[config.mk]
export PLATFORM = sky130hd
export DESIGN_NAME = swb_bridge
export DESIGN_NICKNAME = d
export VERILOG_FILES = /design/src/rtl/swb_pkg.sv /design/src/rtl/swb_rst_sync.sv /design/src/rtl/swb_own.sv /design/src/rtl/swb_xfer.sv /design/src/rtl/swb_evt.sv /design/src/rtl/swb_bridge.sv
export SDC_FILE = /design/constraint.sdc
export NUM_CORES = 1
export LEC_CHECK = 0
export CAP_MARGIN = 20
export CORE_MARGIN = 2
export CORE_UTILIZATION = 49
export DETAILED_ROUTE_END_ITERATION = 12
export PLACE_DENSITY_LB_ADDON = 0.05
export SLEW_MARGIN = 30
export SYNTH_ARGS = -nofsm -noshare
export SYNTH_HDL_FRONTEND = slang
export SYNTH_SLANG_ARGS = --single-unit
[constraint.sdc]
create_clock -name clk -period 6.05 [get_ports clk]
set_input_delay 0.605 -clock clk [delete_from_list [all_inputs] [get_ports clk]]
set_output_delay 0.605 -clock clk [all_outputs]
set_load 0.02 [all_outputs]
[src/rtl/swb_pkg.sv]
package swb_pkg;
  localparam int PAGE_W = 8;
  localparam int REG_W  = 8;

  localparam logic [7:0] OFS_CMD = 8'h2C;
  localparam logic [7:0] OFS_WHI = 8'h30;
  localparam logic [7:0] OFS_WLO = 8'h34;
  localparam logic [7:0] OFS_RHI = 8'h38;
  localparam logic [7:0] OFS_RLO = 8'h3C;
  localparam logic [7:0] OFS_CTL = 8'h40;
  localparam logic [7:0] OFS_EVT = 8'h44;

  localparam int CMD_GO    = 0;
  localparam int CMD_WR    = 1;
  localparam int CMD_RST   = 2;
  localparam int CMD_TMO   = 3;
  localparam int CMD_REG0  = 16;
  localparam int CMD_PAGE0 = 24;

  localparam int CTL_IEN  = 1;
  localparam int CTL_REQ  = 3;
  localparam int CTL_GNT  = 4;
  localparam int CTL_INIT = 6;

  typedef struct packed {
    logic [PAGE_W-1:0] page;
    logic [REG_W-1:0]  regno;
    logic              wr;
  } swb_cmd_t;
endpackage

[src/rtl/swb_rst_sync.sv]
module swb_rst_sync (
  input  logic clk,
  input  logic rst_n,
  output logic rst_n_sync
);
  logic [1:0] stage_q;

  always_ff @(posedge clk or negedge rst_n) begin
    if (!rst_n) stage_q <= 2'b00;
    else        stage_q <= {stage_q[0], 1'b1};
  end

  assign rst_n_sync = stage_q[1];
endmodule

[src/rtl/swb_own.sv]
module swb_own (
  input  logic clk,
  input  logic rst_n,
  input  logic ctl_we,
  input  logic ctl_req_in,
  input  logic ctl_ien_in,
  input  logic init_done,
  output logic req_q,
  output logic ien_q,
  output logic grant_q
);
  logic req_d, ien_d, grant_d;

  always_comb begin
    req_d   = ctl_we ? ctl_req_in : req_q;
    ien_d   = ctl_we ? ctl_ien_in : ien_q;
    grant_d = req_q && init_done;
  end

  always_ff @(posedge clk or negedge rst_n) begin
    if (!rst_n) begin
      req_q   <= 1'b0;
      ien_q   <= 1'b0;
      grant_q <= 1'b0;
    end else begin
      req_q   <= req_d;
      ien_q   <= ien_d;
      grant_q <= grant_d;
    end
  end


  grant_drop_chk: assert property (@(posedge clk) disable iff (!rst_n)
    !req_q |=> !grant_q);


  grant_rise_chk: assert property (@(posedge clk) disable iff (!rst_n)
    (req_q && init_done) |=> grant_q);
endmodule

[src/rtl/swb_xfer.sv]
module swb_xfer
  import swb_pkg::*;
#(
  parameter int TMO_W = 16
) (
  input  logic              clk,
  input  logic              rst_n,
  input  logic              cmd_we,
  input  logic              cmd_go,
  input  logic              cmd_rst,
  input  logic              cmd_wr,
  input  logic [PAGE_W-1:0] cmd_page,
  input  logic [REG_W-1:0]  cmd_regno,
  input  logic              grant,
  input  logic              sw_ack,
  input  logic [TMO_W-1:0]  limit,
  output logic              go_q,
  output logic              tmo_q,
  output logic              rst_q,
  output swb_cmd_t          cmd_q,
  output logic              rd_load
);
  logic [TMO_W-1:0] cnt_q, cnt_d;
  logic             go_d, tmo_d, rst_d;
  swb_cmd_t         cmd_d;
  logic             accept, fin, expire;

  assign accept = cmd_we && cmd_go && !cmd_rst && grant && !go_q && !rst_q;
  assign fin    = go_q && sw_ack && !rst_q;
  assign expire = go_q && !sw_ack && !rst_q &&
                  (({1'b0, cnt_q} + 1'b1) >= {1'b0, limit});

  always_comb begin
    go_d  = go_q;
    tmo_d = tmo_q;
    cmd_d = cmd_q;
    cnt_d = cnt_q;
    rst_d = 1'b0;
    if (rst_q) begin
      go_d  = 1'b0;
      tmo_d = 1'b0;
      cmd_d = '0;
      cnt_d = '0;
    end else begin
      rst_d = cmd_we && cmd_rst;
      if (accept) begin
        go_d  = 1'b1;
        tmo_d = 1'b0;
        cnt_d = '0;
        cmd_d = '{page: cmd_page, regno: cmd_regno, wr: cmd_wr};
      end else if (fin) begin
        go_d = 1'b0;
      end else if (expire) begin
        go_d  = 1'b0;
        tmo_d = 1'b1;
      end else if (go_q) begin
        cnt_d = cnt_q + 1'b1;
      end
    end
  end

  always_ff @(posedge clk or negedge rst_n) begin
    if (!rst_n) begin
      go_q  <= 1'b0;
      tmo_q <= 1'b0;
      rst_q <= 1'b0;
      cmd_q <= '0;
      cnt_q <= '0;
    end else begin
      go_q  <= go_d;
      tmo_q <= tmo_d;
      rst_q <= rst_d;
      cmd_q <= cmd_d;
      cnt_q <= cnt_d;
    end
  end

  assign rd_load = fin && !cmd_q.wr;


  ack_clears_go_chk: assert property (@(posedge clk) disable iff (!rst_n)
    (go_q && sw_ack && !rst_q) |=> !go_q);


  busy_hold_chk: assert property (@(posedge clk) disable iff (!rst_n)
    (go_q && !rst_q) |=> $stable(cmd_q));


  tmo_abort_chk: assert property (@(posedge clk) disable iff (!rst_n)
    $rose(tmo_q) |-> !go_q);


  rst_selfclear_chk: assert property (@(posedge clk) disable iff (!rst_n)
    rst_q |=> (!rst_q && !go_q && !tmo_q));
endmodule

[src/rtl/swb_evt.sv]
module swb_evt #(
  parameter int EVT_W = 13
) (
  input  logic             clk,
  input  logic             rst_n,
  input  logic [EVT_W-1:0] pulse,
  input  logic             clr_we,
  input  logic [EVT_W-1:0] clr_mask,
  input  logic             ien,
  output logic [EVT_W-1:0] pend_q,
  output logic             irq
);
  logic [EVT_W-1:0] pend_d;

  always_comb begin
    pend_d = pend_q;
    if (clr_we) pend_d = pend_d & ~clr_mask;
    pend_d = pend_d | pulse;
  end

  always_ff @(posedge clk or negedge rst_n) begin
    if (!rst_n) pend_q <= '0;
    else        pend_q <= pend_d;
  end

  assign irq = ien && (|pend_q);


  evt_capture_chk: assert property (@(posedge clk) disable iff (!rst_n)
    (pulse != '0) |=> ((pend_q & $past(pulse)) == $past(pulse)));


  evt_sticky_chk: assert property (@(posedge clk) disable iff (!rst_n)
    !clr_we |=> ((pend_q & $past(pend_q)) == $past(pend_q)));
endmodule

[src/rtl/swb_bridge.sv]
module swb_bridge
  import swb_pkg::*;
#(
  parameter int ADDR_W = 8,
  parameter int BUS_W  = 32,
  parameter int TMO_W  = 16,
  parameter int EVT_W  = 13
) (
  input  logic                clk,
  input  logic                rst_n,
  input  logic [ADDR_W-1:0]   hb_addr,
  input  logic                hb_we,
  input  logic [BUS_W-1:0]    hb_wdata,
  output logic [BUS_W-1:0]    hb_rdata,
  output logic                host_irq,
  output logic                sw_req,
  output logic [PAGE_W-1:0]   sw_page,
  output logic [REG_W-1:0]    sw_regno,
  output logic                sw_write,
  output logic [2*BUS_W-1:0]  sw_wdata,
  input  logic                sw_ack,
  input  logic [2*BUS_W-1:0]  sw_rdata,
  input  logic                core_init_done,
  input  logic [TMO_W-1:0]    ack_timeout,
  input  logic [EVT_W-1:0]    evt_in
);
  localparam int DATA_W = 2 * BUS_W;

  logic             rstn_i;
  logic             sel_cmd, sel_whi, sel_wlo, sel_ctl, sel_evt;
  logic             req_q, ien_q, grant_q;
  logic             go_q, tmo_q, rst_q, rd_load;
  swb_cmd_t         cmd_q;
  logic [EVT_W-1:0] pend_q;
  logic [BUS_W-1:0] whi_q, wlo_q, rhi_q, rlo_q;
  logic [BUS_W-1:0] whi_d, wlo_d, rhi_d, rlo_d;

  swb_rst_sync u_rst (.clk(clk), .rst_n(rst_n), .rst_n_sync(rstn_i));

  assign sel_cmd = hb_we && (hb_addr == ADDR_W'(OFS_CMD));
  assign sel_whi = hb_we && (hb_addr == ADDR_W'(OFS_WHI));
  assign sel_wlo = hb_we && (hb_addr == ADDR_W'(OFS_WLO));
  assign sel_ctl = hb_we && (hb_addr == ADDR_W'(OFS_CTL));
  assign sel_evt = hb_we && (hb_addr == ADDR_W'(OFS_EVT));

  swb_own u_own (
    .clk(clk), .rst_n(rstn_i), .ctl_we(sel_ctl),
    .ctl_req_in(hb_wdata[CTL_REQ]), .ctl_ien_in(hb_wdata[CTL_IEN]),
    .init_done(core_init_done),
    .req_q(req_q), .ien_q(ien_q), .grant_q(grant_q)
  );

  swb_xfer #(.TMO_W(TMO_W)) u_xfer (
    .clk(clk), .rst_n(rstn_i), .cmd_we(sel_cmd),
    .cmd_go(hb_wdata[CMD_GO]), .cmd_rst(hb_wdata[CMD_RST]),
    .cmd_wr(hb_wdata[CMD_WR]),
    .cmd_page(hb_wdata[CMD_PAGE0 +: PAGE_W]),
    .cmd_regno(hb_wdata[CMD_REG0 +: REG_W]),
    .grant(grant_q), .sw_ack(sw_ack), .limit(ack_timeout),
    .go_q(go_q), .tmo_q(tmo_q), .rst_q(rst_q), .cmd_q(cmd_q),
    .rd_load(rd_load)
  );

  swb_evt #(.EVT_W(EVT_W)) u_evt (
    .clk(clk), .rst_n(rstn_i), .pulse(evt_in), .clr_we(sel_evt),
    .clr_mask(hb_wdata[EVT_W-1:0]), .ien(ien_q),
    .pend_q(pend_q), .irq(host_irq)
  );

  // data words: next state
  always_comb begin
    whi_d = whi_q;
    wlo_d = wlo_q;
    rhi_d = rhi_q;
    rlo_d = rlo_q;
    if (rst_q) begin
      whi_d = '0;
      wlo_d = '0;
      rhi_d = '0;
      rlo_d = '0;
    end else begin
      if (sel_whi) whi_d = hb_wdata;
      if (sel_wlo) wlo_d = hb_wdata;
      if (rd_load) {rhi_d, rlo_d} = sw_rdata;
    end
  end

  always_ff @(posedge clk or negedge rstn_i) begin
    if (!rstn_i) begin
      whi_q <= '0;
      wlo_q <= '0;
      rhi_q <= '0;
      rlo_q <= '0;
    end else begin
      whi_q <= whi_d;
      wlo_q <= wlo_d;
      rhi_q <= rhi_d;
      rlo_q <= rlo_d;
    end
  end

  assign sw_req   = go_q && !rst_q;
  assign sw_page  = cmd_q.page;
  assign sw_regno = cmd_q.regno;
  assign sw_write = cmd_q.wr;
  assign sw_wdata = {whi_q, wlo_q};

  // host read mux
  always_comb begin
    hb_rdata = '0;
    case (hb_addr)
      ADDR_W'(OFS_CMD): begin
        hb_rdata[CMD_PAGE0 +: PAGE_W] = cmd_q.page;
        hb_rdata[CMD_REG0 +: REG_W]   = cmd_q.regno;
        hb_rdata[CMD_TMO]             = tmo_q;
        hb_rdata[CMD_RST]             = rst_q;
        hb_rdata[CMD_WR]              = cmd_q.wr;
        hb_rdata[CMD_GO]              = go_q;
      end
      ADDR_W'(OFS_WHI): hb_rdata = whi_q;
      ADDR_W'(OFS_WLO): hb_rdata = wlo_q;
      ADDR_W'(OFS_RHI): hb_rdata = rhi_q;
      ADDR_W'(OFS_RLO): hb_rdata = rlo_q;
      ADDR_W'(OFS_CTL): begin
        hb_rdata[CTL_IEN]  = ien_q;
        hb_rdata[CTL_REQ]  = req_q;
        hb_rdata[CTL_GNT]  = grant_q;
        hb_rdata[CTL_INIT] = core_init_done;
      end
      ADDR_W'(OFS_EVT): hb_rdata[EVT_W-1:0] = pend_q;
      default: hb_rdata = '0;
    endcase
  end


  rdata_hold_chk: assert property (@(posedge clk) disable iff (!rstn_i)
    (!rd_load && !rst_q) |=> $stable({rhi_q, rlo_q}));


  req_fields_chk: assert property (@(posedge clk) disable iff (!rstn_i)
    (sw_req && !sw_ack) |=> (!sw_req || $stable({sw_page, sw_regno, sw_write})));


  rst_drops_req_chk: assert property (@(posedge clk) disable iff (!rstn_i)
    rst_q |-> !sw_req);
endmodule

==> results of run 1 <==
-- placed cells by master, fill, tap and decap left out, types with 6 or more instances in the layout --
cell / count
sky130_fd_sc_hd__xnor2_1: 12
sky130_fd_sc_hd__mux4_2: 27
sky130_fd_sc_hd__nor2_1: 33
sky130_fd_sc_hd__clkbuf_16: 17
sky130_fd_sc_hd__a22oi_1: 11
sky130_fd_sc_hd__or3_1: 14
sky130_fd_sc_hd__clkdlybuf4s50_1: 250
sky130_fd_sc_hd__nand2_1: 96
sky130_fd_sc_hd__dfrtp_1: 180
sky130_fd_sc_hd__a22o_1: 75
sky130_fd_sc_hd__mux2i_1: 25
sky130_fd_sc_hd__buf_4: 9
sky130_fd_sc_hd__a21oi_1: 20
sky130_fd_sc_hd__inv_1: 21
sky130_fd_sc_hd__o21ai_0: 85
sky130_fd_sc_hd__a21o_1: 14
sky130_fd_sc_hd__nand3_1: 12
sky130_fd_sc_hd__ha_1: 17
sky130_fd_sc_hd__nand2b_1: 65
sky130_fd_sc_hd__mux2_2: 7
sky130_fd_sc_hd__inv_6: 6
-- report_power, final --
part | switching (mW) | total, mW | internal (mW)
Clock | 0.502 | 1.06 | 0.561
Combinational | 0.129 | 0.305 | 0.176
Sequential | 0.0377 | 1.30 | 1.26
Total | 0.669 | 2.66 | 2.00
-- sequential cells by signal (all words and copies together) (netlist names) --
register and flops:
u_xfer.rst_q 1, u_own.req_q 1, u_rst.stage_q 2, u_own.ien_q 1, u_xfer.cnt_q 16, u_xfer.go_q 1, u_xfer.tmo_q 1, u_own.grant_q 1
whi_q 32, rlo_q 32, wlo_q 32, rhi_q 32, u_evt.pend_q 13, u_xfer.cmd_q 17
-- cells by family after synthesis --
family                     after synthesis
muxes                                   59
buffers and inverters                   79
and+or+nand+nor                        263
other                                    1
AOI/OAI and AO/OA                      219
adders and majority gates               17
xor gates and xnor gates                15
DFF                                    182
-- stage by stage --
stage                     cells  cell area (um^2)  setup slack, ns  utilization
final                      1301             12360            1.971       0.6832
after global routing       1301             12360            1.857       0.6832
after CTS                  1300             12340            2.076       0.6820
after detailed placement   1268             11770            2.095       0.6508
after global placement     1267             11740            2.000       0.6490
after floorplan             835              9104           0.6030            -
-- per-layer routing --
metal  GRT usage  wire [um]  part of all wire  vias to the layer above
li1            -          -                 -                     3442
met1      0.3884      11720              0.44                     3658
met2      0.4417      12570              0.47                      261
met3     0.07145       2143             0.080                       29
met4     0.07230        450             0.017                        0
met5           0          0                 0                        -
-- layout make-up --
class                           instances  share of cell area
Timing Repair Buffer                  263              0.2127
Sequential cell                       182              0.3690
Inverter                               21            0.006380
Clock buffer                           19             0.03666
Tap cell                              229             0.02319
Clock inverter                         13            0.009114
Multi-Input combinational cell        574              0.3430
-- worst min path at each step --
stage                     cells past startpoint              from  slack (ns)                to
after floorplan                               0             rst_n        0.31  u_rst.stage_q[0]
after detailed placement                      0  u_rst.stage_q[0]        0.34  u_rst.stage_q[1]
after global placement                        0  u_rst.stage_q[0]        0.34  u_rst.stage_q[1]
final                                         1             rst_n        0.33  u_rst.stage_q[1]
after CTS                                     1             rst_n        0.32  u_rst.stage_q[1]
after global routing                          1             rst_n        0.32  u_rst.stage_q[1]
==> results.cfg, run 1 <==
[status]
run_status = completed

[clock_network]
tritoncts.num_buffers = 17
ctsResizeCount = 0
h-tree-depth = 4
tritoncts = built
ctsLongestPathBuffers = 2
clock_sinks = 182
postCtsHoldBufs = 0
worstSkewPairLatency_ns = 0.43
clkTransAtPathRegs_ns = 0.07
postCtsSetupBuffers = 0
clockRootBuffer = sky130_fd_sc_hd__clkbuf_16

[sta]
finalCriticalPeriod_ns = 4.079
grt_setup_unrepaired = false
fin_tns_setup_ns = 0
max_freq_mhz = 245.2
hold_violations = 0
finalHoldWorstSlack_ns = 0.3306
final-setup-viol-count = 0
worst_clock_skew_ns = 0.009443
final.period_utilization = 0.6742
tightestPinTransition_ns = 0.8886
maxSlewHeadroom = 0.4063
timing.final.max_slew_violations = 0

[job]
max_cap_viol_count = 0

[drt]
route.vias.total = 7390
drt-vias-per-instance = 5.680
antenna_violating_nets_post_route = 0
drt_iter0_drc = 524
drt-total-wl_um = 26880
drt-pass1-iter-count = 5
drcViolationCount = 0
route.detailed.wl_per_inst_um = 20.66

[floorplanning]
floorplan.die.width_um = 140.3
boundaryPins = 253
fp.coreArea_um2 = 18090
initial_utilization = 0.5034
chipHeight_um = 140.3
design.die.area_um2 = 19690
floorplan.rows = 49

[synth]
post_synth_instance_area_um2 = 9104
synth_most_common_cell = sky130_fd_sc_hd__dfrtp_1
yosys.area_share.xor_xnor = 0.01443
synthesized_area_fraction_occupied_by_and_or_nand_nor_cells = 0.1535
synthesis.nets = 990
synth-adder-area-share = 0.02336
syn-instance-count = 835
synth_top_area_share = 0.5003
postSynth.topFlopCell = sky130_fd_sc_hd__dfrtp_1
yosys_warnings = 0
synth-edff-count = 0
synth_top_family_by_area = compound AO/OA/AOI/OAI gates
share_of_synthesized_registers_carrying_an_async_set_or_reset = 1.000
ys_seq_area_frac = 0.5003
yosys.area.top_type = sky130_fd_sc_hd__dfrtp_1
yosys.cell_types.count = 54
post_synth_mux_area_share = 0.1029
synth_compound_area_frac = 0.1667
syn-mean-instance-area_um2 = 10.90
synth.cells.most_frequent = sky130_fd_sc_hd__dfrtp_1 (182), sky130_fd_sc_hd__nand2_1 (96), sky130_fd_sc_hd__o21ai_0 (85), sky130_fd_sc_hd__a22o_1 (75), sky130_fd_sc_hd__nand2b_1 (65)
total_of_flip_flops_plus_latches_after_synthesis = 182
post_synth_main_area_contributors = sky130_fd_sc_hd__dfrtp_1 (50%), sky130_fd_sc_hd__a22o_1 (7.2%), sky130_fd_sc_hd__mux4_2 (6.7%), sky130_fd_sc_hd__o21ai_0 (4.7%), sky130_fd_sc_hd__nand2b_1 (4.5%)

[worst_setup_path]
slowest_stage = sky130_fd_sc_hd__nor3_2
critical_path.startpoint_type = primary input
slowest_delay_ns = 0.74
r2r_setup_slack_ns = 2.66
setup.worst_path.start = hb_addr[7]
worst-path-max-fanout = 7
worst-path-stages = 7
worst-path-buf-inv = 2
worstPathArrival_ns = 3.47
worst_setup_path_endpoint = hb_rdata[18]
setup.worst_path.end_class = output port
crit_chain = clkdlybuf4s50_1, nor3_1, nand3_1, nor3_2, a22oi_1, o21ai_0, clkdlybuf4s50_1
timing.setup.critical_path_class = in2out
path_common_cell = sky130_fd_sc_hd__clkdlybuf4s50_1
path_delay_family = simple AND/OR/NAND/NOR gates
r2r_cells = 13
worst-endpoint-required_ns = 5.44
r2r_start = u_xfer.cnt_q[0]
worstReg2RegEnd = u_xfer.cnt_q[11]

[placed_design]
globalplace.congestion = 0.8064
hpwlAfterDp_um = 18090
io_buffer_count = 252

[pwr]
finalPower_mw = 2.664
power_leakage_nw = 5.182
ir_worst_vdd_mv = 0.1830
power_per_cell_area_nw_per_um2 = 215.6

[grt]
grt_pass1_vias = 7534
wire_length_of_the_first_global_routing_pass_um = 42610
global_route.overflow_total = 0
global_route.usage.total = 0.2792
grt_start_max_net_pins = 99
grt_antenna_before_repair = 1

[final_layout]
multiInputGateArea_um2 = 4238
number_of_diodes_added_for_antenna_fixing = 0
nFillCells = 1434
syn_to_final_growth_pct = 35.72
register_area_um2 = 4559
post_route_cells_drive_above_1_share = 0.09328
num-nets-final = 1214

[min_path]
min-delay-path-class = in2async
Power figures use the tool's default switching activity.
==> inputs of run 2 (changes only) <==
--- a/config.mk
+++ b/config.mk
@@ -7,7 +7,7 @@
 export LEC_CHECK = 0
 export CAP_MARGIN = 20
 export CORE_MARGIN = 2
-export CORE_UTILIZATION = 49
+export CORE_UTILIZATION = 44
 export DETAILED_ROUTE_END_ITERATION = 12
 export PLACE_DENSITY_LB_ADDON = 0.05
 export SLEW_MARGIN = 30
==> constraint.sdc (replaced) <==
create_clock -name clk -period 3.6 [get_ports clk]
set_input_delay 0.36 -clock clk [delete_from_list [all_inputs] [get_ports clk]]
set_output_delay 0.36 -clock clk [all_outputs]
set_load 0.02 [all_outputs]
==> run 2 against run 1 <==
  * Worst setup slack lost 1.7 ns
  * Clock-buffer cell count rose by 1
  * Die area rose by 11%
  * Combinational power rose by 73%
  * Clock skew up 0.0030 ns
  * Routed wire length increased by 4.9%
  * Clock power increased by 73%
  * Via count increased by 1.3%
  * Cell count grew 4.2%
  * Sequential share of layout area shrank 0.63 points
  * Global-route usage decreased by 2.0 points
  * Largest cell class unchanged
  * Largest power group unchanged
  * Highest routed layer unchanged
==> results.cfg, run 2 (same netlist as run 1, synthesis figures left out) <==
[sta]
maxSlewHeadroom = 0.4843
timing.final.max_slew_violations = 0
final.period_utilization = 0.9121
fin_tns_setup_ns = 0
final-setup-viol-count = 0
hold_violations = 0
tightestPinTransition_ns = 0.7736
worst_clock_skew_ns = 0.01240
finalCriticalPeriod_ns = 3.283
finalHoldWorstSlack_ns = 0.08305
max_freq_mhz = 304.6
grt_setup_unrepaired = false

[worst_setup_path]
r2r_start = u_xfer.cnt_q[0]
critical_path.startpoint_type = register
r2r_cells = 13
crit_chain = ha_1, nand3_2, or2_1, nor2_1, nand3_1, xnor2_1, ha_1, nand2_1, nor3_1, a32oi_2, nand4_4, or3_1, a21oi_2
worst-path-buf-inv = 0
slowest_stage = sky130_fd_sc_hd__dfrtp_1
path_common_cell = sky130_fd_sc_hd__ha_1
r2r_setup_slack_ns = 0.32
timing.setup.critical_path_class = reg2reg
setup.worst_path.end_class = register
worst-path-max-fanout = 16
worst-endpoint-required_ns = 3.96
worstReg2RegEnd = u_xfer.cnt_q[13]
slowest_delay_ns = 0.44
worstPathArrival_ns = 3.64
path_delay_family = simple AND/OR/NAND/NOR gates

[clock_network]
clock_sinks = 182
clockRootBuffer = sky130_fd_sc_hd__clkbuf_16
tritoncts.num_buffers = 17
clkTransAtPathRegs_ns = 0.07
tritoncts = built
postCtsSetupBuffers = 0
worstSkewPairLatency_ns = 0.43
h-tree-depth = 4
ctsLongestPathBuffers = 2

[drt]
drcViolationCount = 0
route.vias.total = 7489
drt-vias-per-instance = 5.527
drt-pass1-iter-count = 5
route.detailed.wl_per_inst_um = 20.81
drt_iter0_drc = 495
antenna_violating_nets_post_route = 0
drt-total-wl_um = 28190

[pwr]
p_int_mw = 3.405
netSwitchingFraction = 0.2490
power_leakage_nw = 5.260
power_per_cell_area_nw_per_um2 = 360.6
power.combinational.fraction = 0.116
pwr-share-seq = 0.479
ir_worst_vdd_mv = 0.2737
clock_power_share = 0.405
p_switching_mw = 1.129
finalPower_mw = 4.534

[floorplanning]
floorplan.die.width_um = 147.8
boundaryPins = 253
chipHeight_um = 147.8
design.die.area_um2 = 21860
fp.coreArea_um2 = 20300
floorplan.rows = 52
initial_utilization = 0.4485

[final_layout]
post_route_cells_drive_above_1_share = 0.1014
mostFrequentLayoutCell = sky130_fd_sc_hd__clkdlybuf4s50_1
num-nets-final = 1227
mostFrequentLayoutCells = sky130_fd_sc_hd__clkdlybuf4s50_1 (250), sky130_fd_sc_hd__dfrtp_1 (180), sky130_fd_sc_hd__nand2_1 (96)
syn_to_final_growth_pct = 38.08
number_of_diodes_added_for_antenna_fixing = 0

[grt]
global_route.overflow_total = 0
grt_start_max_net_pins = 73
wire_length_of_the_first_global_routing_pass_um = 43440
global_route.usage.total = 0.2596
grt_antenna_before_repair = 0
grt_pass1_vias = 7570

[placed_design]
hpwlAfterDp_um = 18810
globalplace.congestion = 0.8016
io_buffer_count = 252

[min_path]
min-delay-path-class = in2async

[job]
max_cap_viol_count = 0

[status]
run_status = completed
run 2: cell types whose count changed in the layout (fill, tap and decap cells not counted), sizes merged:
cell | previous run | this run
buf | 13 | 25
bufinv | 0 | 1
clkbuf | 19 | 20
clkinv | 3 | 4
inv | 28 | 25
nand4 | 5 | 6
run 2: per-stage QoR:
step,instances,instance area (um^2),setup WS (ns),utilization
2_1_floorplan,835,9105,0.5957,-
3_3_place_gp,1319,11910,0.3908,0.5868
3_5_place_dp,1320,11930,0.2621,0.5875
4_1_cts,1352,12490,0.2502,0.6155
5_1_grt,1355,12570,0.06829,0.6193
6_report,1355,12570,0.3166,0.6193
run 2: power groups by stage:
stage          logic [mW]  clock network (mW)  registers, mW
3_3_place_gp        0.513                   0           2.22
4_1_cts             0.520                1.86           2.18
6_report            0.527                1.83           2.17
5_1_grt             0.568                1.94           2.18
3_5_place_dp        0.517                   0           2.22
2_1_floorplan       0.159                   0           2.26
run 2: how the worst max path moves through the flow:
stage	start	end	slack, ns	cells after the start
finish	u_xfer.cnt_q[0]	u_xfer.cnt_q[13]	0.32	13
global route	u_xfer.cnt_q[2]	u_xfer.cnt_q[4]	0.07	12
CTS	u_xfer.cnt_q[0]	u_xfer.cnt_q[13]	0.25	13
detailed placement	u_xfer.cnt_q[0]	u_xfer.cnt_q[13]	0.26	13
global placement	u_xfer.cnt_q[0]	u_xfer.cnt_q[13]	0.39	13
floorplan	u_rst.stage_q[1]	rhi_q[0]	0.60	0
run 2: layout make-up:
class / instances / area [um^2]
tap: 270 / 337.8
fill: 1712 / 7729
inverter: 21 / 78.83
sequential: 182 / 4559
timing repair buffer: 275 / 2770
clock buffer: 20 / 446.7
clock inverter: 12 / 121.4
multi-input combinational: 575 / 4257
run 2: routing by layer:
| metal | global-route usage | vias up | wire length (um) | share of wire |
|---|---|---|---|---|
| met4 | 0.05571 | 0 | 341 | 0.012 |
| met1 | 0.3590 | 3740 | 12410 | 0.44 |
| met3 | 0.07963 | 23 | 2233 | 0.079 |
| li1 | - | 3468 | - | - |
| met5 | 0 | - | 0 | 0 |
| met2 | 0.4074 | 258 | 13200 | 0.47 |
run 2: repair_timing:
action	in CTS	in global routing
resized for setup	0	1
setup endpoints to repair	0	8
hold buffers	0	0
run 2: worst reg2reg max path, delay by kind of cell (launching register included):
kind | cells | cell delay, ns
flops | 1 | 0.44
simple gates | 8 | 1.61
compound gates | 2 | 0.47
fa+ha+maj | 2 | 0.54
xor+xnor | 1 | 0.16
